--- src/rtl/uart_rf_pkg.sv ---
package uart_rf_pkg;
  localparam logic [2:0] OFS_DATA = 3'd0;
  localparam logic [2:0] OFS_IER  = 3'd1;
  localparam logic [2:0] OFS_IIR  = 3'd2;
  localparam logic [2:0] OFS_LCR  = 3'd3;
  localparam logic [2:0] OFS_MCR  = 3'd4;
  localparam logic [2:0] OFS_LSR  = 3'd5;
  localparam logic [2:0] OFS_MSR  = 3'd6;
  localparam logic [2:0] OFS_SCR  = 3'd7;

  localparam int IER_W        = 4;
  localparam int MCR_W        = 5;
  localparam int LCR_DIV_BIT  = 7;
  localparam int MCR_LOOP_BIT = 4;

  localparam int LSR_DR   = 0;
  localparam int LSR_OE   = 1;
  localparam int LSR_BI   = 4;
  localparam int LSR_THRE = 5;
  localparam int LSR_TEMT = 6;

  typedef enum logic [2:0] {
    IIR_NONE = 3'b001,
    IIR_TX   = 3'b010,
    IIR_RX   = 3'b100
  } iir_code_t;
endpackage

--- src/rtl/uart_rf_rx.sv ---
module uart_rf_rx #(
  parameter int DW = 8
) (
  input  logic          clk,
  input  logic          rst_n,
  input  logic          rx_byte_valid,
  input  logic [DW-1:0] rx_byte,
  input  logic          rx_break,
  input  logic          buf_rd,
  input  logic          stat_rd,
  output logic [DW-1:0] buf_q,
  output logic          ready_q,
  output logic          brk_q,
  output logic          ovr_q
);
  logic [DW-1:0] buf_n;
  logic          ready_n, brk_n, ovr_n;
  logic          arrive;

  assign arrive = rx_byte_valid | rx_break;

  always_comb begin
    buf_n   = buf_q;
    ready_n = ready_q;
    brk_n   = brk_q;
    ovr_n   = ovr_q;
    if (buf_rd) begin
      ready_n = 1'b0;
      brk_n   = 1'b0;
    end
    if (stat_rd) ovr_n = 1'b0;
    if (arrive && ready_q && !buf_rd) ovr_n = 1'b1;
    if (rx_break) begin
      buf_n   = '0;
      brk_n   = 1'b1;
      ready_n = 1'b1;
    end else if (rx_byte_valid) begin
      buf_n   = rx_byte;
      ready_n = 1'b1;
    end
  end

  always_ff @(posedge clk or negedge rst_n) begin
    if (!rst_n) begin
      buf_q   <= '0;
      ready_q <= 1'b0;
      brk_q   <= 1'b0;
      ovr_q   <= 1'b0;
    end else begin
      buf_q   <= buf_n;
      ready_q <= ready_n;
      brk_q   <= brk_n;
      ovr_q   <= ovr_n;
    end
  end
endmodule

--- src/rtl/uart_rf_txirq.sv ---
module uart_rf_txirq
  import uart_rf_pkg::*;
(
  input  logic       clk,
  input  logic       rst_n,
  input  logic       hold_wr,
  input  logic       tx_accept,
  input  logic       en_wr,
  input  logic       id_rd,
  input  logic       rx_ready,
  input  logic [1:0] src_en,
  output logic       hold_empty_q,
  output logic       shift_empty_q,
  output logic       tx_pend_q,
  output iir_code_t  code,
  output logic       irq
);
  logic hold_empty_n, shift_empty_n, tx_pend_n;

  always_comb begin
    if (rx_ready && src_en[0])        code = IIR_RX;
    else if (tx_pend_q && src_en[1])  code = IIR_TX;
    else                              code = IIR_NONE;
  end

  assign irq = (code != IIR_NONE);

  always_comb begin
    hold_empty_n  = hold_empty_q;
    shift_empty_n = shift_empty_q;
    tx_pend_n     = tx_pend_q;
    if (id_rd && code == IIR_TX) tx_pend_n = 1'b0;
    if ((en_wr && hold_empty_q) || tx_accept) tx_pend_n = 1'b1;
    if (tx_accept) begin
      hold_empty_n  = 1'b1;
      shift_empty_n = 1'b1;
    end
    if (hold_wr) begin
      hold_empty_n  = 1'b0;
      shift_empty_n = 1'b0;
      tx_pend_n     = 1'b0;
    end
  end

  always_ff @(posedge clk or negedge rst_n) begin
    if (!rst_n) begin
      hold_empty_q  <= 1'b1;
      shift_empty_q <= 1'b1;
      tx_pend_q     <= 1'b0;
    end else begin
      hold_empty_q  <= hold_empty_n;
      shift_empty_q <= shift_empty_n;
      tx_pend_q     <= tx_pend_n;
    end
  end
endmodule

--- src/rtl/uart_rf_modem.sv ---
module uart_rf_modem
  import uart_rf_pkg::*;
#(
  parameter int DW = 8
) (
  input  logic [MCR_W-1:0] mctl,
  output logic [DW-1:0]    mstat
);
  always_comb begin
    mstat = '0;
    if (mctl[MCR_LOOP_BIT]) begin
      mstat[7] = mctl[3];
      mstat[6] = mctl[2];
      mstat[5] = mctl[0];
      mstat[4] = mctl[1];
    end else begin
      mstat[7] = 1'b1;
      mstat[5] = 1'b1;
      mstat[4] = 1'b1;
    end
  end
endmodule

--- src/rtl/uart_regfile.sv ---
module uart_regfile
  import uart_rf_pkg::*;
#(
  parameter int DW = 8
) (
  input  logic            clk,
  input  logic            rst_n,
  input  logic [2:0]      addr,
  input  logic            rd_en,
  input  logic            wr_en,
  input  logic [DW-1:0]   wdata,
  output logic [DW-1:0]   rdata,
  output logic            irq,
  output logic [2*DW-1:0] divisor,
  output logic [DW-1:0]   line_ctrl,
  output logic            tx_load,
  output logic [DW-1:0]   tx_byte,
  input  logic            tx_accept,
  input  logic            rx_byte_valid,
  input  logic [DW-1:0]   rx_byte,
  input  logic            rx_break
);
  localparam int LANES = 2;
  localparam int DIV_W = LANES * DW;

  logic [IER_W-1:0] ier_q, ier_n;
  logic [DW-1:0]    lcr_q, lcr_n;
  logic [MCR_W-1:0] mcr_q, mcr_n;
  logic [DW-1:0]    scr_q, scr_n;
  logic [DIV_W-1:0] div_q, div_n;

  logic dlab;
  logic hold_wr, ier_wr, lcr_wr, mcr_wr, scr_wr;
  logic buf_rd, stat_rd, id_rd;

  logic [DW-1:0] rbr_q;
  logic          dr_q, bi_q, oe_q;
  logic          thre_q, temt_q, thr_pend;
  iir_code_t     iir_code;
  logic [DW-1:0] msr_rd, lsr_rd;

  assign dlab    = lcr_q[LCR_DIV_BIT];
  assign hold_wr = wr_en && addr == OFS_DATA && !dlab;
  assign ier_wr  = wr_en && addr == OFS_IER  && !dlab;
  assign lcr_wr  = wr_en && addr == OFS_LCR;
  assign mcr_wr  = wr_en && addr == OFS_MCR;
  assign scr_wr  = wr_en && addr == OFS_SCR;
  assign buf_rd  = rd_en && addr == OFS_DATA && !dlab;
  assign stat_rd = rd_en && addr == OFS_LSR;
  assign id_rd   = rd_en && addr == OFS_IIR;

  generate
    for (genvar g = 0; g < LANES; g++) begin : g_div_lane
      logic lane_wr;
      assign lane_wr = wr_en && dlab && addr == 3'(g);
      assign div_n[g*DW +: DW] = lane_wr ? wdata : div_q[g*DW +: DW];
    end
  endgenerate

  always_comb begin
    ier_n = ier_wr ? wdata[IER_W-1:0] : ier_q;
    lcr_n = lcr_wr ? wdata : lcr_q;
    mcr_n = mcr_wr ? wdata[MCR_W-1:0] : mcr_q;
    scr_n = scr_wr ? wdata : scr_q;
  end

  always_ff @(posedge clk or negedge rst_n) begin
    if (!rst_n) begin
      ier_q <= '0;
      lcr_q <= '0;
      mcr_q <= '0;
      scr_q <= '0;
      div_q <= '0;
    end else begin
      ier_q <= ier_n;
      lcr_q <= lcr_n;
      mcr_q <= mcr_n;
      scr_q <= scr_n;
      div_q <= div_n;
    end
  end

  uart_rf_rx #(.DW(DW)) u_rx (
    .clk           (clk),
    .rst_n         (rst_n),
    .rx_byte_valid (rx_byte_valid),
    .rx_byte       (rx_byte),
    .rx_break      (rx_break),
    .buf_rd        (buf_rd),
    .stat_rd       (stat_rd),
    .buf_q         (rbr_q),
    .ready_q       (dr_q),
    .brk_q         (bi_q),
    .ovr_q         (oe_q)
  );

  uart_rf_txirq u_txirq (
    .clk           (clk),
    .rst_n         (rst_n),
    .hold_wr       (hold_wr),
    .tx_accept     (tx_accept),
    .en_wr         (ier_wr),
    .id_rd         (id_rd),
    .rx_ready      (dr_q),
    .src_en        (ier_q[1:0]),
    .hold_empty_q  (thre_q),
    .shift_empty_q (temt_q),
    .tx_pend_q     (thr_pend),
    .code          (iir_code),
    .irq           (irq)
  );

  uart_rf_modem #(.DW(DW)) u_modem (
    .mctl  (mcr_q),
    .mstat (msr_rd)
  );

  always_comb begin
    lsr_rd           = '0;
    lsr_rd[LSR_DR]   = dr_q;
    lsr_rd[LSR_OE]   = oe_q;
    lsr_rd[LSR_BI]   = bi_q;
    lsr_rd[LSR_THRE] = thre_q;
    lsr_rd[LSR_TEMT] = temt_q;
  end

  always_comb begin
    rdata = '0;
    if (rd_en) begin
      case (addr)
        OFS_DATA: rdata = dlab ? div_q[DW-1:0] : rbr_q;
        OFS_IER:  rdata = dlab ? div_q[DIV_W-1:DW] : DW'(ier_q);
        OFS_IIR:  rdata = DW'(iir_code);
        OFS_LCR:  rdata = lcr_q;
        OFS_MCR:  rdata = DW'(mcr_q);
        OFS_LSR:  rdata = lsr_rd;
        OFS_MSR:  rdata = msr_rd;
        default:  rdata = scr_q;
      endcase
    end
  end

  assign divisor   = div_q;
  assign line_ctrl = lcr_q;
  assign tx_load   = hold_wr;
  assign tx_byte   = wdata;
endmodule

--- config.mk ---
export PLATFORM = sky130hd
export DESIGN_NAME = uart_regfile
export DESIGN_NICKNAME = d
export VERILOG_FILES = /design/src/rtl/uart_rf_pkg.sv /design/src/rtl/uart_rf_rx.sv /design/src/rtl/uart_rf_txirq.sv /design/src/rtl/uart_rf_modem.sv /design/src/rtl/uart_regfile.sv
export SDC_FILE = /design/constraint.sdc
export NUM_CORES = 1
export LEC_CHECK = 0
export ABC_AREA = 0
export BUFFER_PORTS_ARGS = -buffer_cell sky130_fd_sc_hd__buf_4
export CAP_MARGIN = 0
export CORE_ASPECT_RATIO = 0.7
export CORE_MARGIN = 4
export CORE_UTILIZATION = 45
export CTS_CLUSTER_DIAMETER = 60
export DETAILED_ROUTE_END_ITERATION = 6
export PLACE_DENSITY = 0.68
export SYNTH_ARGS = -nofsm -noshare
export SYNTH_HDL_FRONTEND = slang
export SYNTH_SLANG_ARGS = --single-unit
--- constraint.sdc ---
create_clock -name clk -period 1.3 [get_ports clk]
set_input_delay 0.065 -clock clk [delete_from_list [all_inputs] [get_ports clk]]
set_output_delay 0.065 -clock clk [all_outputs]
set_load 0.02 [all_outputs]
Word level (Yosys, flattened, before mapping)
Cells that the tools add are included.
- bitwise logic cells: 1
- multiplexer cells: 22
- reductions and logical operators: 30
- equal/unequal tests: 9
- operator list (cell ; number):
    one-hot mux 8 bit (7 select lines) ; 1
    two-way mux 8 bit ; 5
    logical AND 1 bit ; 20
    two-way mux 1 bit ; 13
    == test 3 bit (second input constant) ; 4
    == test 3 x 2 -> 1 bit (second input constant) ; 3
    nonzero test 2 bit ; 4
    nonzero test 3 bit ; 2
    two-way mux 2 bit ; 2
    == test 3 x 1 -> 1 bit (second input constant) ; 1
    zero test 3 bit ; 1
    two-way mux 3 bit ; 1
    inequality test 3 x 1 -> 1 bit (second input constant) ; 1
    zero test 1 bit ; 2
    logical OR 1 bit ; 1
    bitwise OR 1 bit ; 1
- input port bits: 26
- logic and storage cells: 74
- register bits: 54
- output and inout bits: 42

Depth between registers and ports, before layout
- depth in word-level cells: 8
- gate-level depth with buffers: 6
- mapped depth without buffers: 4

Modules after synthesis
Synthesis repeated with hierarchy kept, for this count alone.
- cell total of the unflattened synthesis: 265
- area total of the unflattened synthesis: 2897.8 µm²
- modules (own cells, without submodules) (module ; cells an instance ; seq. area each (µm²) ; area each (µm²) ; instances):
    uart_regfile ; 206 ; 1026.0 ; 2273.4 ; 1
    uart_rf_rx ; 36 ; 275.3 ; 439.2 ; 1
    uart_rf_txirq ; 14 ; 51.3 ; 126.4 ; 1
    uart_rf_modem ; 9 ; 0.0 ; 58.8 ; 1

Least setup slack after synthesis
Ideal clock, no wire load.
- path kind: register -> output
- start: register lcr_q[7], in the netlist line_ctrl[7]
- end: output port rdata[5]
- buffers on the path: 1
- slack: -0.323 ns
- required time: 1.235 ns
- cell stages (with the launch flop): 6
- arrival: 1.558 ns
- path through: dfrtp_1 > buf_6 > nor2b_1 > a22o_1 > a221oi_1 > a211oi_1
- longest elaborated chain between the ends: 3
- elaborated cells on any way between the ends: 4
- those cells by class: 4 x mux
- ends and longest elaborated chain (item ; RTL line ; RTL):
    from (decl) ; uart_regfile.sv:27 ; logic [DW-1:0] lcr_q, lcr_n;
    from (signal assigned) ; uart_regfile.sv:76 ; lcr_q <= lcr_n;
    two-way mux 8 bit, on equally long branches ; uart_regfile.sv:132, uart_regfile.sv:131 ;
    one-hot mux 8 bit (7 select lines) * ; uart_regfile.sv:130 ; case (addr)
    two-way mux 8 bit * ; uart_regfile.sv:129 ; if (rd_en) begin
    to (decl) ; uart_regfile.sv:12 ; output logic [DW-1:0] rdata,
Mark *: on every way between the ends. The rest lies on a longest branch, timed or not.

Final worst setup path
- start: register lcr_q[7], in the netlist line_ctrl[7]
- end: output port rdata[0]
Same word-level chain as after synthesis.

==> run metrics <==
Async SR Flop Fraction=100%; PwrDens=1360 nW/um^2; Initial Util=47.9%; worst r2r path cells=8; Synth top cells by count=dfrtp_1, mux2_1, nor2_1; Post-Synthesis Cells=242; Setup WS pre-CTS=-278 ps; status=finished with violations; initial drt markers=130; Area contributors post-synth=dfrtp_1, mux2_1, mux2i_1; Clk Latency, worst-skew pair=310 ps; Clock power frac=about 17%; post-synthesis sequential area ratio=about 48%; total routed wirelength=8420 um; Net Sw Frac=34.4%; Synth area leader=dfrtp_1; vias in the first global route=~2500; share of cells above drive strength 1=between 50% and 60%; total global-route track usage=~22%; violated checks=setup timing; Net Sw Power=~1.9 mW; drt drc=0; clock sinks=54; final number of hold-violating endpoints=0; nets@finish=378; Synth-to-Final Area Change=43.8%; fin util=between 60% and 70%; Hold Crit Class=input pin to flop; Main synth FF type=dfrtp_1; syn avg cell area=11.7 um^2; die width=just over 100 um; Yosys reg bits=54; DP HPWL=6020 um; endpoint arrival time on the critical path=1900 ps; Crit Path Class=flop to primary output; Crit Path Max Fanout=5; I/O Buffers=67; sequential power share=42.5%; Comb power frac=41.1%; wire length per cell=19.7 um; Rel. slew slack=74.1%; die height=about 74 um; Mapped Area=2840 um^2; Via-to-Cell Ratio=5.55; first-pass GRT wire length=13000 um; GRT overflow=0; Antenna diodes=0; cts bufs inserted=5; Min-Delay Path Depth=2; worst setup margin=-662 ps; Synthesized Nets=268; CTS tree=built; Worst-Margin Slew=388 ps; H-tree depth=2; fmax=approximately 510 MHz; Final min period=1960 ps; RSZ-0062 raised after global routing=true; initial antenna violation count=0; ANT nets after route=0; 1st-pass router iterations=4; largest net degree at the start of global routing=28; clk buf depth=2; Final Max Tran Viols=0; crit path launch type=flop; Clock Skews=10.2 ps; dpl cells=401; Routability Congestion=approximately 0.83; number of cell rows=23; Ys Warns=0; fin cells=428; Ports=between 60 and 70; count leader, synth=dfrtp_1; unique cell type count in the Yosys netlist=49; worst vdd ir=803 uV; top-area cell type share of the netlist area=46.7%; Post-synth EDFFs=0; final worst-path cycle share=151%; Max Cap Viol=0; Core Area=5930 um^2; Die ar.=7670 um^2; root buf cell=clkbuf_8; LEAKAGE=1.91 nW; Crit. End Element=primary output; Final setup viols=35; routed vias=around 2400; internal power=3.64 mW; Worst-path clk slew=approximately 100 ps; required time worst endpoint=~1200 ps
==> timing repair <==
| action | 4_1_cts | 5_1_grt |
|---|---|---|
| endpoints found under the hold margin | 35 | 1 |
| setup buffers | 7 | 7 |
| pin swaps | 13 | 10 |
| gates cloned | 0 | 0 |
| resized for setup | 26 | 14 |
| hold buffers | 4 | 1 |
| setup endpoints to repair | 32 | 35 |
==> flip-flops by register name, indices dropped and copies added, names as in the netlist <==
name	count
divisor	16
u_rx.buf_q	8
u_rx.ovr_q	1
line_ctrl	8
u_txirq.hold_empty_q	1
scr_q	8
mcr_q	5
u_rx.ready_q	1
u_rx.brk_q	1
u_txirq.tx_pend_q	1
ier_q	4
==> through the flow <==
stage                     power [mW]  instance area, um^2  setup TNS [ps]  hold WS, ps
final                           5.54                 4090          -12690         5.35
after global routing            5.80                 4090          -14100         1.05
after detailed placement        4.33                 3680           -4510         12.7
after floorplan                 3.39                 2910           -3030         -231
after global placement          4.27                 3680           -3600         18.3
after CTS                       5.43                 3970          -10010        0.380
==> cells in the final DEF (no fill, tap or decap), types with 2 or more instances in the layout <==
master         count
clkinv_2           2
a211o_1            2
a221oi_2           2
a21oi_1            2
nor2_2             3
o22ai_1            2
mux2_1            29
a22o_1             2
o21ai_0           10
nand2b_1           5
nor2b_1            5
clkbuf_8           5
a32oi_2            2
nand2_1            8
dfrtp_1           52
buf_6             16
buf_4            103
nand2_2            2
nor2_1            14
inv_1              2
o31ai_1            2
a21oi_2            3
dlygate4sd3_1      5
buf_12             3
a21o_1             3
mux2_4            14
o21ai_1            5
mux2i_1           12
==> critical path: stages, from the launching register on <==
cell	delay [ps]
dfrtp_2	460
buf_12	150
buf_6	110
buf_4	130
mux2i_1	110
o21ai_0	200
nand2_1	100
a31oi_2	160
buf_4	160
==> power groups by stage <==
stage               sequential, mW  combinational, mW  clock [mW]
CTS                           2.34               2.16       0.930
finish                        2.35               2.28       0.913
global placement              2.36               1.91           0
detailed placement            2.37               1.96           0
floorplan                     2.57              0.827           0
global route                  2.40               2.42       0.984
==> worst paths after layout <==
kind,to,slack (ps),from
min reg2reg,scr_q[3],500,scr_q[3]
max reg2reg,ier_q[1],-540,line_ctrl[7]
max,rdata[0],-660,line_ctrl[7]
max in group asynchronous,u_txirq.hold_empty_q,530,rst_n
min in group asynchronous,divisor[0],220,rst_n
min,u_rx.buf_q[6],5,rx_break
==> cell type report <==
type,instances,area [um^2]
Clock buffer,6,72.6
Multi-Input combinational cell,162,1480
Tap cell,75,93.8
Fill cell,441,1840
Timing Repair Buffer,127,1060
Sequential cell,54,1350
Clock inverter,2,10.0
Inverter,2,7.51
==> logic make-up after synthesis <==
group | after synthesis | share of synthesized area [%]
buffers and inverters | 26 | 6.03
AO/OA/AOI/OAI | 51 | 12.3
multiplexers | 58 | 22.8
AND/OR/NAND/NOR | 53 | 11.2
flip-flops | 54 | 47.6
==> routing by layer <==
layer	wire length [um]	track usage, %	up-vias
met5	0	0	-
li1	-	-	1097
met3	523	4.31	8
met1	3760	29.7	1181
met4	91	6.75	0
met2	4040	38.0	90
Power figures use the tool's default switching activity.
